**src/rtl/ipi_cmd_pkg.sv**
```systemverilog
// Shared field positions, masks and message type for the interrupt command
// register block. Assumes a 32-bit register word.
package ipi_cmd_pkg;
    localparam int WORD_W = 32;
    localparam int DEST_W = 8;
    localparam int MODE_W = 3;
    localparam int VEC_W  = 8;

    localparam int VEC_LSB   = 0;
    localparam int MODE_LSB  = 8;
    localparam int BUSY_BIT  = 12;
    localparam int LEVEL_BIT = 14;
    localparam int DEST_LSB  = WORD_W - DEST_W;

    localparam logic [MODE_W-1:0] MODE_NMI = 3'b100;

    // Writable bits of each command word; everything else is reserved or status.
    localparam logic [WORD_W-1:0] LOW_WMASK  = 32'h000C_CFFF;
    localparam logic [WORD_W-1:0] HIGH_WMASK = 32'hFF00_0000;

    typedef struct packed {
        logic [DEST_W-1:0] dest;
        logic [MODE_W-1:0] mode;
        logic              level;
        logic [VEC_W-1:0]  vector;
    } ipi_msg_t;
endpackage

```
**src/rtl/ipi_bus_decode.sv**
```systemverilog
// Address decode for the three register words. Assumes single-cycle accesses
// and accepts a write only when all four byte enables are set.
module ipi_bus_decode #(
    parameter int          ADDR_W = 12,
    parameter int          BE_W   = 4,
    parameter logic [11:0] OFS_ID = 12'h020,
    parameter logic [11:0] OFS_LO = 12'h300,
    parameter logic [11:0] OFS_HI = 12'h310
) (
    input  logic              bus_sel,
    input  logic              bus_wr,
    input  logic [ADDR_W-1:0] bus_addr,
    input  logic [BE_W-1:0]   bus_be,
    output logic              hit_id,
    output logic              hit_lo,
    output logic              hit_hi,
    output logic              wr_lo,
    output logic              wr_hi
);
    logic full_wr;

    // Match the offset of each register word.
    always_comb begin
        hit_id = (bus_addr == ADDR_W'(OFS_ID));
        hit_lo = (bus_addr == ADDR_W'(OFS_LO));
        hit_hi = (bus_addr == ADDR_W'(OFS_HI));
    end

    // Qualify writes: selected, write cycle, full word.
    always_comb begin
        full_wr = bus_sel && bus_wr && (bus_be == {BE_W{1'b1}});
        wr_lo   = full_wr && hit_lo;
        wr_hi   = full_wr && hit_hi;
    end
endmodule

```
**src/rtl/ipi_cmd_store.sv**
```systemverilog
// Holds the two command words. Only writable bits change on a write; reserved
// bits keep their stored value. Assumes the low write is already gated by busy.
module ipi_cmd_store #(
    parameter int          WORD_W = 32,
    parameter logic [31:0] LO_MASK = 32'h000C_CFFF,
    parameter logic [31:0] HI_MASK = 32'hFF00_0000
) (
    input  logic              clk,
    input  logic              rst_n,
    input  logic              wr_lo,
    input  logic              wr_hi,
    input  logic [WORD_W-1:0] wdata,
    output logic [WORD_W-1:0] low_q,
    output logic [WORD_W-1:0] high_q
);
    localparam logic [WORD_W-1:0] LM = WORD_W'(LO_MASK);
    localparam logic [WORD_W-1:0] HM = WORD_W'(HI_MASK);

    // Low command word: merge writable bits, keep reserved bits.
    always_ff @(posedge clk) begin
        if (!rst_n)
            low_q <= '0;
        else if (wr_lo)
            low_q <= (low_q & ~LM) | (wdata & LM);
    end

    // High command word: only the target field is writable.
    always_ff @(posedge clk) begin
        if (!rst_n)
            high_q <= '0;
        else if (wr_hi)
            high_q <= (high_q & ~HM) | (wdata & HM);
    end
endmodule

```
**src/rtl/ipi_launch.sv**
```systemverilog
// Launch sequencer: captures a message on a low-word write and holds it on the
// outgoing port until accepted. A self-targeted NMI becomes a one-cycle local
// pulse instead. Assumes launch is asserted only while not busy.
module ipi_launch
    import ipi_cmd_pkg::*;
(
    input  logic              clk,
    input  logic              rst_n,
    input  logic              launch,
    input  logic [DEST_W-1:0] dest_in,
    input  logic [MODE_W-1:0] mode_in,
    input  logic              level_in,
    input  logic [VEC_W-1:0]  vec_in,
    input  logic [DEST_W-1:0] local_id,
    input  logic              msg_ready,
    output logic              msg_valid,
    output ipi_msg_t          msg,
    output logic              local_nmi
);
    logic is_nmi;
    logic to_self;

    // Classify the requested message.
    always_comb begin
        is_nmi  = (mode_in == MODE_NMI);
        to_self = is_nmi && (dest_in == local_id);
    end

    // Pending message register and handshake completion.
    always_ff @(posedge clk) begin
        if (!rst_n) begin
            msg_valid <= 1'b0;
            msg       <= '0;
        end else if (launch && !to_self) begin
            msg_valid  <= 1'b1;
            msg.dest   <= dest_in;
            msg.mode   <= mode_in;
            msg.level  <= level_in;
            msg.vector <= is_nmi ? '0 : vec_in;
        end else if (msg_valid && msg_ready) begin
            msg_valid <= 1'b0;
        end
    end

    // Single-cycle local NMI for a self-targeted NMI launch.
    always_ff @(posedge clk) begin
        if (!rst_n)
            local_nmi <= 1'b0;
        else
            local_nmi <= launch && to_self;
    end
endmodule

```
**src/rtl/ipi_cmd_regs.sv**
```systemverilog
// Top of the interprocessor interrupt command register block: bus decode,
// command storage, launch sequencing and read-back mux with busy status.
module ipi_cmd_regs
    import ipi_cmd_pkg::*;
#(
    parameter int          ADDR_W = 12,
    parameter int          BE_W   = 4,
    parameter logic [11:0] OFS_ID = 12'h020,
    parameter logic [11:0] OFS_LO = 12'h300,
    parameter logic [11:0] OFS_HI = 12'h310
) (
    input  logic              clk,
    input  logic              rst_n,
    input  logic [DEST_W-1:0] local_id,
    input  logic              bus_sel,
    input  logic              bus_wr,
    input  logic [ADDR_W-1:0] bus_addr,
    input  logic [BE_W-1:0]   bus_be,
    input  logic [WORD_W-1:0] bus_wdata,
    output logic [WORD_W-1:0] bus_rdata,
    output logic              msg_valid,
    input  logic              msg_ready,
    output logic [DEST_W-1:0] msg_dest,
    output logic [MODE_W-1:0] msg_mode,
    output logic              msg_level,
    output logic [VEC_W-1:0]  msg_vector,
    output logic              local_nmi
);
    logic              hit_id, hit_lo, hit_hi;
    logic              wr_lo, wr_hi, wr_lo_ok;
    logic [WORD_W-1:0] low_q, high_q;
    ipi_msg_t          msg;

    ipi_bus_decode #(
        .ADDR_W(ADDR_W), .BE_W(BE_W),
        .OFS_ID(OFS_ID), .OFS_LO(OFS_LO), .OFS_HI(OFS_HI)
    ) u_dec (
        .bus_sel (bus_sel),
        .bus_wr  (bus_wr),
        .bus_addr(bus_addr),
        .bus_be  (bus_be),
        .hit_id  (hit_id),
        .hit_lo  (hit_lo),
        .hit_hi  (hit_hi),
        .wr_lo   (wr_lo),
        .wr_hi   (wr_hi)
    );

    // A low write is honoured only when no message is pending.
    always_comb wr_lo_ok = wr_lo && !msg_valid;

    ipi_cmd_store #(
        .WORD_W(WORD_W), .LO_MASK(LOW_WMASK), .HI_MASK(HIGH_WMASK)
    ) u_store (
        .clk   (clk),
        .rst_n (rst_n),
        .wr_lo (wr_lo_ok),
        .wr_hi (wr_hi),
        .wdata (bus_wdata),
        .low_q (low_q),
        .high_q(high_q)
    );

    ipi_launch u_launch (
        .clk      (clk),
        .rst_n    (rst_n),
        .launch   (wr_lo_ok),
        .dest_in  (high_q[DEST_LSB +: DEST_W]),
        .mode_in  (bus_wdata[MODE_LSB +: MODE_W]),
        .level_in (bus_wdata[LEVEL_BIT]),
        .vec_in   (bus_wdata[VEC_LSB +: VEC_W]),
        .local_id (local_id),
        .msg_ready(msg_ready),
        .msg_valid(msg_valid),
        .msg      (msg),
        .local_nmi(local_nmi)
    );

    // Drive the outgoing message fields.
    always_comb begin
        msg_dest   = msg.dest;
        msg_mode   = msg.mode;
        msg_level  = msg.level;
        msg_vector = msg.vector;
    end

    // Read-back mux; the busy flag is merged into the low word.
    always_comb begin
        bus_rdata = '0;
        if (hit_id) begin
            bus_rdata[DEST_LSB +: DEST_W] = local_id;
        end else if (hit_lo) begin
            bus_rdata           = low_q;
            bus_rdata[BUSY_BIT] = msg_valid;
        end else if (hit_hi) begin
            bus_rdata = high_q;
        end
    end
endmodule

```
**config.mk**
```make
export PLATFORM = sky130hd
export DESIGN_NAME = ipi_cmd_regs
export DESIGN_NICKNAME = d
export VERILOG_FILES = /design/src/rtl/ipi_cmd_pkg.sv /design/src/rtl/ipi_bus_decode.sv /design/src/rtl/ipi_cmd_store.sv /design/src/rtl/ipi_launch.sv /design/src/rtl/ipi_cmd_regs.sv
export SDC_FILE = /design/constraint.sdc
export NUM_CORES = 1
export LEC_CHECK = 0
export BUFFER_PORTS_ARGS = -buffer_cell sky130_fd_sc_hd__buf_2
export CAP_MARGIN = 20
export CELL_PAD_IN_SITES_DETAIL_PLACEMENT = 1
export CELL_PAD_IN_SITES_GLOBAL_PLACEMENT = 1
export CORE_MARGIN = 4
export CORE_UTILIZATION = 31
export CTS_CLUSTER_SIZE = 12
export DETAILED_ROUTE_END_ITERATION = 6
export GPL_TIMING_DRIVEN = 0
export PLACE_DENSITY_LB_ADDON = 0.1
export SYNTH_ARGS = -nofsm -noshare
export SYNTH_HDL_FRONTEND = slang
export SYNTH_SLANG_ARGS = --single-unit
```
**constraint.sdc**
```tcl
create_clock -name clk -period 3.5 [get_ports clk]
set_input_delay 0.875 -clock clk [delete_from_list [all_inputs] [get_ports clk]]
set_output_delay 0.875 -clock clk [all_outputs]
set_load 0.03 [all_outputs]
```
==> impl_metrics.csv, run 1 <==
group,metric,value,unit
run_status,outcome,"finished clean",
floorplanning,die_h,90.3,µm
grt,busiest_layer,"met2",
sta,rsz0062_at_grt,"true",
sta,fin_crit,3460,ps
drt,drc,0,
grt,grt_pass1_wl,10800,µm
worst_setup_path,crit_slowest_cell,"or4_4",
placed_design,pre_cts_slack,-325,ps
synthesis,synthesis.area,2100,µm²
synthesis,syn_inst,252,
drt,wl_per_cell,14.7,µm
floorplanning,io_pins,115,
grt,grtUsageMet2,27.3,%
sta,fmax,289,MHz
floorplanning,start_util,32.5,%
clock_network,cts_buffers,5,
floorplanning,die_w,90.3,µm
sta,fin_ws,35.3,ps
cells_and_area,nNetsFinal,428,
synthesis,synth_warnings,0,
worst_setup_path,cp_top_family,"simple AND/OR/NAND/NOR gates",
cells_and_area,fin_util,45.9,%
synthesis,synth_area_per_cell,8.34,µm²
job,drv_cap,0,
cells_and_area,final_common_cell,"buf_2",
sta,final_max_slew_viol_count,0,
drt,routed_wl,6510,µm
worst_setup_path,cpMostUsedCell,"buf_6",
clock_network,hold_buffers,0,
clock_network,ctsHtreeMaxLevel,2,
clock_network,clock-sinks,46,
grt,grt_pass1_vias,2246,
drt,drt-initial-drc-count,56,
placed_design,port_buffers,98,
clock_network,clock_latency,290,ps
synthesis,ys_ff_latch,46,
synthesis,synth_edf_count,0,
synthesis,ys_types,34,
drt,ant_nets,0,
clock_network,clkTransAtPathRegs,80,ps
sta,clock_skew,5.35,ps
cells_and_area,mostFrequentLayoutCells,"91 x buf_2, 53 x nand2_1, 46 x dfxtp_1",
worst_setup_path,crit_chain,"buf_6 > or4_4 > or4b_4 > nor3_4 > buf_12 > a22o_2 > buf_6",
worst_hold_path,hold_class,"reg -> reg",
grt,met3_usage,4.42,%
grt,use_met1,19.7,%
worst_setup_path,max_stage_delay,530,ps
worst_setup_path,required,2620,ps
floorplanning,dieArea,8160,µm²
synthesis,seq_area_frac_synth,43.8,%
drt,vias_per_cell,4.81,
sta,post-route-period-util,99.0,%
sta,tightest_slew,621,ps
worst_setup_path,cp_max_fo,8,
cells_and_area,final_layout_size_suffix_gt1_share,37.6,%
synthesis,async_reset_ff_share,0,%
drt,vias,2136,
cells_and_area,area_growth,40.9,%
floorplanning,std_cell_rows,29,
clock_network,cts_root_buffer,"clkbuf_8",
sta,finalSetupViolCount,0,
clock_network,cts_buffer_depth,2,
worst_setup_path,path_class,"in -> out",
sta,tns,0,ps
cells_and_area,n_antenna_cell,0,
clock_network,cts_tree,"built",
worst_setup_path,cp.arrival,2590,ps
floorplanning,coreArea,6460,µm²
worst_setup_path,path_buf_inv,3,
worst_setup_path,end_kind,"primary output",
grt,grt_usage,15.9,%
placed_design,dp_hpwl,5060,µm
pwr,leakagePower,0.00137,µW
synthesis,synth_ff_type,"dfxtp_1",
grt,antenna_found_initial,0,
grt,grt_max_degree,14,
pwr,powerDensity,338,nW/µm²
sta,maxSlewHeadroom,58.2,%
drt,firstDrtPassIters,4,
sta,hold_slack,455,ps
grt,gr-total-overflow,0,
placed_design,place_congestion,0.742,
sta,hold_viol_final,0,
worst_setup_path,critPathLaunchType,"primary input",
pwr,max-vdd-ir-drop,0.194,mV
-- area by class of cell --
type	count	area, µm²
fillers	810	3500
multi-input cells	188	1110
flip-flops and latches	46	921
repair buffers	102	589
plain buffers	22	126
well taps	77	96.3
clock buffers	6	82.6
clock inverters	1	30.0
inverters	2	7.51
-- per-stage QoR --
stage                     cell area (µm²)  instances  power [µW]
after floorplan                      2130        258         573
after global placement               2720        433         612
after detailed placement             2720        433         612
after CTS                            2930        443        1020
after global routing                 2960        444        1050
final                                2960        444        1000
-- kinds of logic after synthesis --
logic type	Yosys count	share of synthesized area (%)
AO/OA/AOI/OAI	57	16.1
XOR/XNOR	8	3.33
buffers and inverters	24	6.19
flip-flops	46	43.8
multiplexers	8	3.81
other	1	0.178
AND/OR/NAND/NOR	108	26.6
-- metal layers --
metal / share of wire, % / wire (µm) / up-vias
li1: - / - / 1080
met1: 46 / 2980 / 993
met2: 48 / 3130 / 61
met3: 5.7 / 368 / 2
met4: 0.45 / 29 / 0
met5: 0 / 0 / -
-- registers in the layout, indices dropped and copies added, names as in the netlist --
signal,flops
u_launch.msg_valid,1
u_store.low_q,16
u_launch.local_nmi,1
u_launch.msg,20
u_store.high_q,8
-- worst paths after layout --
check                                        from                       endpoint  slack (ps)  cells past startpoint
setup / recovery                      bus_addr[6]                  bus_rdata[28]          40                      7
hold reg to reg     u_store.low_q[2]$_SDFFE_PN0P_  u_store.low_q[2]$_SDFFE_PN0P_         460                      2
setup reg to reg  u_store.high_q[30]$_SDFFE_PN0P_  u_launch.msg[10]$_SDFFE_PN0P_        1410                      6
hold / removal      u_store.low_q[2]$_SDFFE_PN0P_  u_store.low_q[2]$_SDFFE_PN0P_         460                      2
-- Yosys cell counts (all sizes together), types with 2 or more instances --
master	n	share of area, %
and2	17	5.1
nand3	10	2.4
nand2	54	9.8
clkbuf	10	1.8
nor3	2	0.71
or4	3	1.4
xnor2	8	3.3
buf	12	4.0
o21ai	11	2.6
dfxtp	46	44
nor4	4	2.6
nand3b	2	0.71
a22o	8	3.3
mux2i	8	3.8
a21oi	28	6.8
o22ai	8	2.4
nor2	10	1.8
-- what timing repair did --
item	4_1_cts	5_1_grt
endpoints found under the setup margin	18	18
setup buffers	3	1
gates resized for setup	19	6
pin swaps	4	1
-- tightest hold or removal path, stage by stage (launching register included) --
cell,delay (ps)
dfxtp_1,310
nand2_1,50
a21oi_1,50
-- power breakdown --
| group | internal, µW | switching, µW |
|---|---|---|
| Clock | 229 | 172 |
| Sequential | 523 | 0.00120 |
| Combinational | 35.2 | 44.0 |
Note: power is estimated with default switching activity, not from simulation.
==> run 2: changes to the inputs <==
Settings changed: ABC_AREA set to 1, PLACE_DENSITY set to 0.88, PLACE_DENSITY_LB_ADDON 0.1 to unset.
==> run 2 against run 1 <==
Effect of this change:
- maximum frequency is 9.2% higher
- die area up 13%
- hold slack better by 15 ps
- non-clock buffer count is 7 lower
- critical path type unchanged
- highest routed layer unchanged
==> impl_metrics.csv, run 2 <==
group,metric,value,unit
run_status,outcome,"finished clean",
synthesis,synth_top_area_share,38.4,%
worst_hold_path,hold_class,"reg -> reg",
worst_setup_path,critPathLaunchType,"primary input",
floorplanning,std_cell_rows,31,
synthesis,synthTopCellsByArea,"dfxtp_1 38%, nand2_1 11%, nor2_1 9.7%, inv_1 7.4%, nor2_2 5.2%",
worst_setup_path,cp_max_fo,10,
clock_network,hold_buffers,0,
clock_network,clock_latency,300,ps
clock_network,cts_buffers,5,
synthesis,synth_top_area_cell,"dfxtp_1",
drt,firstDrtPassIters,4,
clock_network,clkTransAtPathRegs,90,ps
floorplanning,die_h,96.0,µm
sta,fmax,315,MHz
sta,finalSetupViolCount,0,
grt,grt_usage,16.5,%
floorplanning,io_pins,115,
synthesis,ys_ff_latch,46,
drt,vias,2518,
worst_setup_path,cpMostUsedCell,"nor2_1",
grt,grt_pass1_vias,2530,
synthesis,synth_area_per_cell,6.68,µm²
cells_and_area,largestRegisters,"u_launch.msg (20), u_store.low_q (16), u_store.high_q (8)",
cells_and_area,final_common_cell,"buf_2",
synthesis,yosys.area_share.simple,37.8,%
worst_setup_path,required,2620,ps
sta,maxSlewHeadroom,63.3,%
worst_setup_path,crit_chain,"buf_2 > nor2_1 > nand2_1 > inv_1 > nand2_1 > nor2_1 > inv_1 > clkbuf_1 > nor2_1 > buf_2",
synthesis,syn_inst,359,
placed_design,placed_area,3040,µm²
cells_and_area,n_antenna_cell,0,
pwr,max-vdd-ir-drop,0.168,mV
synthesis,synth_top_family_by_area,"simple AND/OR/NAND/NOR gates",
placed_design,dp_hpwl,6300,µm
synthesis,synthesis.area,2400,µm²
clock_network,cts_root_buffer,"clkbuf_8",
clock_network,ctsHtreeMaxLevel,2,
floorplanning,die_w,96.0,µm
grt,grt_max_degree,15,
job,drv_cap,0,
synthesis,synth_compound_area_share,9.91,%
drt,wl_per_cell,13.3,µm
drt,ant_nets,0,
synthesis,synth_fa_ha_area_share,0,%
worst_setup_path,crit_slowest_cell,"clkbuf_1",
synthesis,synthXorXnorAreaFrac,0.730,%
synthesis,async_reset_ff_share,0,%
worst_setup_path,end_kind,"primary output",
pwr,powerDensity,319,nW/µm²
sta,post-route-period-util,90.6,%
floorplanning,dieArea,9210,µm²
synthesis,synthTopCellsByCount,"72 x nand2_1, 62 x nor2_1, 47 x inv_1",
synthesis,synth_warnings,0,
pwr,leakagePower,0.00150,µW
worst_setup_path,cp.arrival,2300,ps
sta,fin_crit,3170,ps
drt,vias_per_cell,4.41,
sta,final_max_slew_viol_count,0,
drt,drc,0,
clock_network,ctsResizeCount,0,
placed_design,place_congestion,0.857,
synthesis,synth_most_common_cell,"nand2_1",
floorplanning,start_util,32.6,%
drt,routed_wl,7610,µm
synthesis,ys_types,27,
cells_and_area,largest_register_ff_count,20,
clock_network,clock-sinks,46,
grt,grt_pass1_wl,11800,µm
worst_setup_path,reg2reg_slack,1930,ps
sta,hold_viol_final,0,
sta,rsz0062_at_grt,"false",
floorplanning,coreArea,7370,µm²
cells_and_area,nNetsFinal,532,
cells_and_area,final_layout_size_suffix_gt1_share,33.1,%
sta,tns,0,ps
clock_network,cts_setup_buffers,0,
cells_and_area,final_area,3150,µm²
placed_design,port_buffers,99,
drt,drt-initial-drc-count,96,
synthesis,synth_ff_type,"dfxtp_1",
sta,clock_skew,4.82,ps
clock_network,cts_buffer_depth,2,
synthesis,muxShareOfSynthArea,0,%
synthesis,synth_edf_count,0,
worst_setup_path,path_buf_inv,5,
cells_and_area,mostFrequentLayoutCells,"101 x buf_2, 72 x nand2_1, 62 x nor2_1",
synthesis,seq_area_frac_synth,38.4,%
grt,gr-total-overflow,0,
worst_setup_path,max_stage_delay,280,ps
cells_and_area,area_growth,31.3,%
grt,antenna_found_initial,0,
worst_setup_path,cp_top_family,"buffers and inverters",
worst_setup_path,path_class,"in -> out",
clock_network,cts_tree,"built",
sta,tightest_slew,550,ps
cells_and_area,top_register,"u_launch.msg",
## run 2: cell count changes after synthesis, moves of 16 or more
cell / change
nor2_2: +20
nand2_1: +19
inv_1: +46
and2_1: -16
nor2_1: +52
o21ai_0: +17
## run 2: worst reg2reg max path, delay by kind of cell (launching register included)
kind	cells	cell delay, ps
AND/OR/NAND/NOR	7	750
flip-flops	1	410
buffers and inverters	3	290
## run 2: logic make-up after synthesis
group,count (synthesis)
and+or+nand+nor,196
AOI/OAI and AO/OA,45
xor gates and xnor gates,2
buffers and inverters,69
other,1
DFF,46
## run 2: final timing paths
path,from,to,cells after the start
min reg2reg,u_store.low_q[4]$_SDFFE_PN0P_,u_store.low_q[4]$_SDFFE_PN0P_,2
min,u_store.low_q[4]$_SDFFE_PN0P_,u_store.low_q[4]$_SDFFE_PN0P_,2
max reg2reg,u_store.high_q[27]$_SDFFE_PN0P_,u_launch.msg_valid$_SDFFE_PN0P_,10
max,bus_addr[1],bus_rdata[14],10
## run 2: stage by stage
stage / setup WS, ps / power (µW) / util [%] / hold WS [ps] / cells
6_report: 329 / 1010 / 42.8 / 470 / 571
3_3_place_gp: 362 / 623 / 41.3 / 440 / 563
3_5_place_dp: 306 / 625 / 41.3 / 457 / 563
5_1_grt: 109 / 1050 / 42.8 / 485 / 571
4_1_cts: 306 / 1020 / 42.8 / 472 / 571
2_1_floorplan: 581 / 583 / - / 431 / 365
## run 2: final cells by class
class                           count  area [µm²]
Clock buffer                        6        72.6
Tap cell                           99         124
Timing Repair Buffer               99         495
Buffer                             18         119
Clock inverter                      2        37.5
Multi-Input combinational cell    250        1190
Sequential cell                    46         921
Fill cell                        1037        4220
Inverter                           51         194
## run 2: power by group
group / internal, µW / switching, µW
combinational: 37.5 / 53.1
clock: 213 / 179
sequential: 523 / 0.00235
total: 773 / 232
## run 2: metal layers
metal,part of all wire [%],GRT usage (%)
met1,44,20.6
met2,51,29.2
met3,4.2,3.21
met4,0.91,3.67
met5,0,0
==> run 3: changes to the inputs <==
Settings changed: REMOVE_ABC_BUFFERS set to 1.
==> run 3 against run 2 <==
Effect of this change:
- clock power shrank 14%
- routed wire length shrank 0.49%
- clock skew grew 3.5 ps
- critical path depth grew 1
- sequential power is essentially flat
- final cell count shrank 2.3%
- first-iteration DRC count shrank 8.3%
- core utilization shrank 1.4 points
- die area is the same
- sequential share of layout area grew 0.98 points
- via count grew 0.16%
- largest cell class unchanged
- highest routed layer unchanged
==> impl_metrics.csv, run 3 (synthesized netlist as in run 2, its figures left out) <==
group,metric,value,unit
run_status,outcome,"finished clean",
drt,drc,0,
floorplanning,dieArea,9210,µm²
pwr,leakagePower,0.00143,µW
job,drv_cap,0,
cells_and_area,area_growth,27.1,%
drt,routed_wl,7570,µm
pwr,p_sw_share,26.1,%
sta,clock_skew,8.28,ps
grt,antenna_found_initial,2,
clock_network,clock_latency,300,ps
sta,hold_viol_final,0,
grt,gr-total-overflow,0,
floorplanning,coreArea,7370,µm²
drt,vias,2522,
drt,wl_per_cell,13.6,µm
pwr,max-vdd-ir-drop,0.142,mV
cells_and_area,largestRegisters,"u_launch.msg (20), u_store.low_q (16), u_store.high_q (8)",
grt,grt_pass1_vias,2549,
pwr,clockPowerShare,35.9,%
pwr,p_sw,246,µW
pwr,intPower,697,µW
clock_network,cts_buffers,5,
worst_hold_path,hold_class,"reg -> reg",
cells_and_area,largest_register_ff_count,20,
worst_setup_path,end_kind,"primary output",
sta,tns,0,ps
floorplanning,die_h,96.0,µm
cells_and_area,nNetsFinal,517,
cells_and_area,top_register,"u_launch.msg",
cells_and_area,final_common_cell,"buf_2",
floorplanning,std_cell_rows,31,
sta,post-route-period-util,91.6,%
worst_setup_path,path_class,"in -> out",
placed_design,place_congestion,0.870,
cells_and_area,final_layout_size_suffix_gt1_share,32.6,%
worst_setup_path,required,2620,ps
grt,grt_usage,16.4,%
sta,hold_slack,460,ps
floorplanning,io_pins,115,
cells_and_area,finalNonFillerCells,558,
clock_network,cts_tree,"built",
floorplanning,die_w,96.0,µm
placed_design,dp_hpwl,5830,µm
drt,vias_per_cell,4.52,
sta,rsz0062_at_grt,"false",
pwr,powerDensity,309,nW/µm²
clock_network,clock-sinks,46,
pwr,seqPwrFrac,55.4,%
sta,maxSlewHeadroom,53.2,%
sta,tightest_slew,701,ps
placed_design,pre_cts_slack,103,ps
sta,fin_crit,3210,ps
sta,final_max_slew_viol_count,0,
placed_design,dp_cells,545,
cells_and_area,mostFrequentLayoutCells,"99 x buf_2, 72 x nand2_1, 61 x nor2_1",
pwr,p_total,943,µW
worst_setup_path,cp_max_fo,13,
clock_network,clkTransAtPathRegs,90,ps
drt,ant_nets,0,
clock_network,cts_root_buffer,"clkbuf_8",
floorplanning,start_util,32.6,%
sta,finalSetupViolCount,0,
clock_network,ctsHtreeMaxLevel,2,
sta,fmax,312,MHz
placed_design,port_buffers,99,
drt,firstDrtPassIters,4,
clock_network,hold_buffers,0,
grt,grt_pass1_wl,11900,µm
worst_setup_path,critPathLaunchType,"primary input",
sta,fin_ws,293,ps
clock_network,cts_buffer_depth,2,
grt,grt_max_degree,32,
pwr,combPwrFrac,8.7,%
worst_setup_path,cp.arrival,2330,ps
drt,drt-initial-drc-count,88,
## run 3: changes by cell type in the layout (fill, tap and decap cells not counted), moves of 2 or more
cell        before  now
buf_2          101   99
buf_4           10    2
clkbuf_1         6    0
clkinvlp_4       1    4
diode_2          0    2
## run 3: area by class of cell
class	count	area, µm²
antenna	2	5.00
clock buffer	5	68.8
clock inverter	3	23.8
fill	1027	4320
inverter	51	198
multi-input combinational	250	1190
sequential	46	921
tap	99	124
timing repair buffer	101	510
timing repair inverter	1	7.51
## run 3: what timing repair did
action                     in CTS  in global routing
setup buffers                   0                  2
resized for setup               0                  3
setup endpoints to repair       0                  6
## run 3: worst max-delay path: stages
cell and delay [ps]:
buf_2 90, nor2_1 110, nand2_1 80, inv_1 100, nand2_1 70, nor2_2 290
clkinvlp_4 130, buf_4 190, nand2_1 80, o22ai_1 100, buf_2 210
## run 3: through the flow
step | utilization [%] | instance area [µm²]
global route | 41.4 | 3050
detailed placement | 39.7 | 2920
CTS | 40.9 | 3020
floorplan | - | 2300
global placement | 39.7 | 2920
finish | 41.4 | 3050
## run 3: path summary, 6_finish.rpt
| kind | start | endpoint | slack (ps) | depth (start not counted) |
|---|---|---|---|---|
| max | bus_addr[1] | bus_rdata[26] | 290 | 11 |
| min | u_store.low_q[10]$_SDFFE_PN0P_ | u_store.low_q[10]$_SDFFE_PN0P_ | 460 | 2 |
| max reg2reg | u_launch.msg_valid$_SDFFE_PN0P_ | u_launch.msg[13]$_SDFFE_PN0P_ | 1680 | 7 |
| min reg2reg | u_store.low_q[10]$_SDFFE_PN0P_ | u_store.low_q[10]$_SDFFE_PN0P_ | 460 | 2 |
## run 3: metal layers
metal	GRT usage (%)	vias to the layer above	part of all wire, %
li1	-	1288	-
met1	20.0	1179	43
met2	29.2	48	52
met3	3.13	7	4.1
met4	4.62	0	1.2
met5	0	-	0
## run 3: power groups by stage
stage                     Combinational [µW]  Sequential (µW)  Clock [µW]
after floorplan                         38.7              535           0
after global placement                  79.3              535           0
after detailed placement                81.4              535           0
after CTS                               82.0              523         347
after global routing                    92.3              523         379
final                                   82.0              523         338
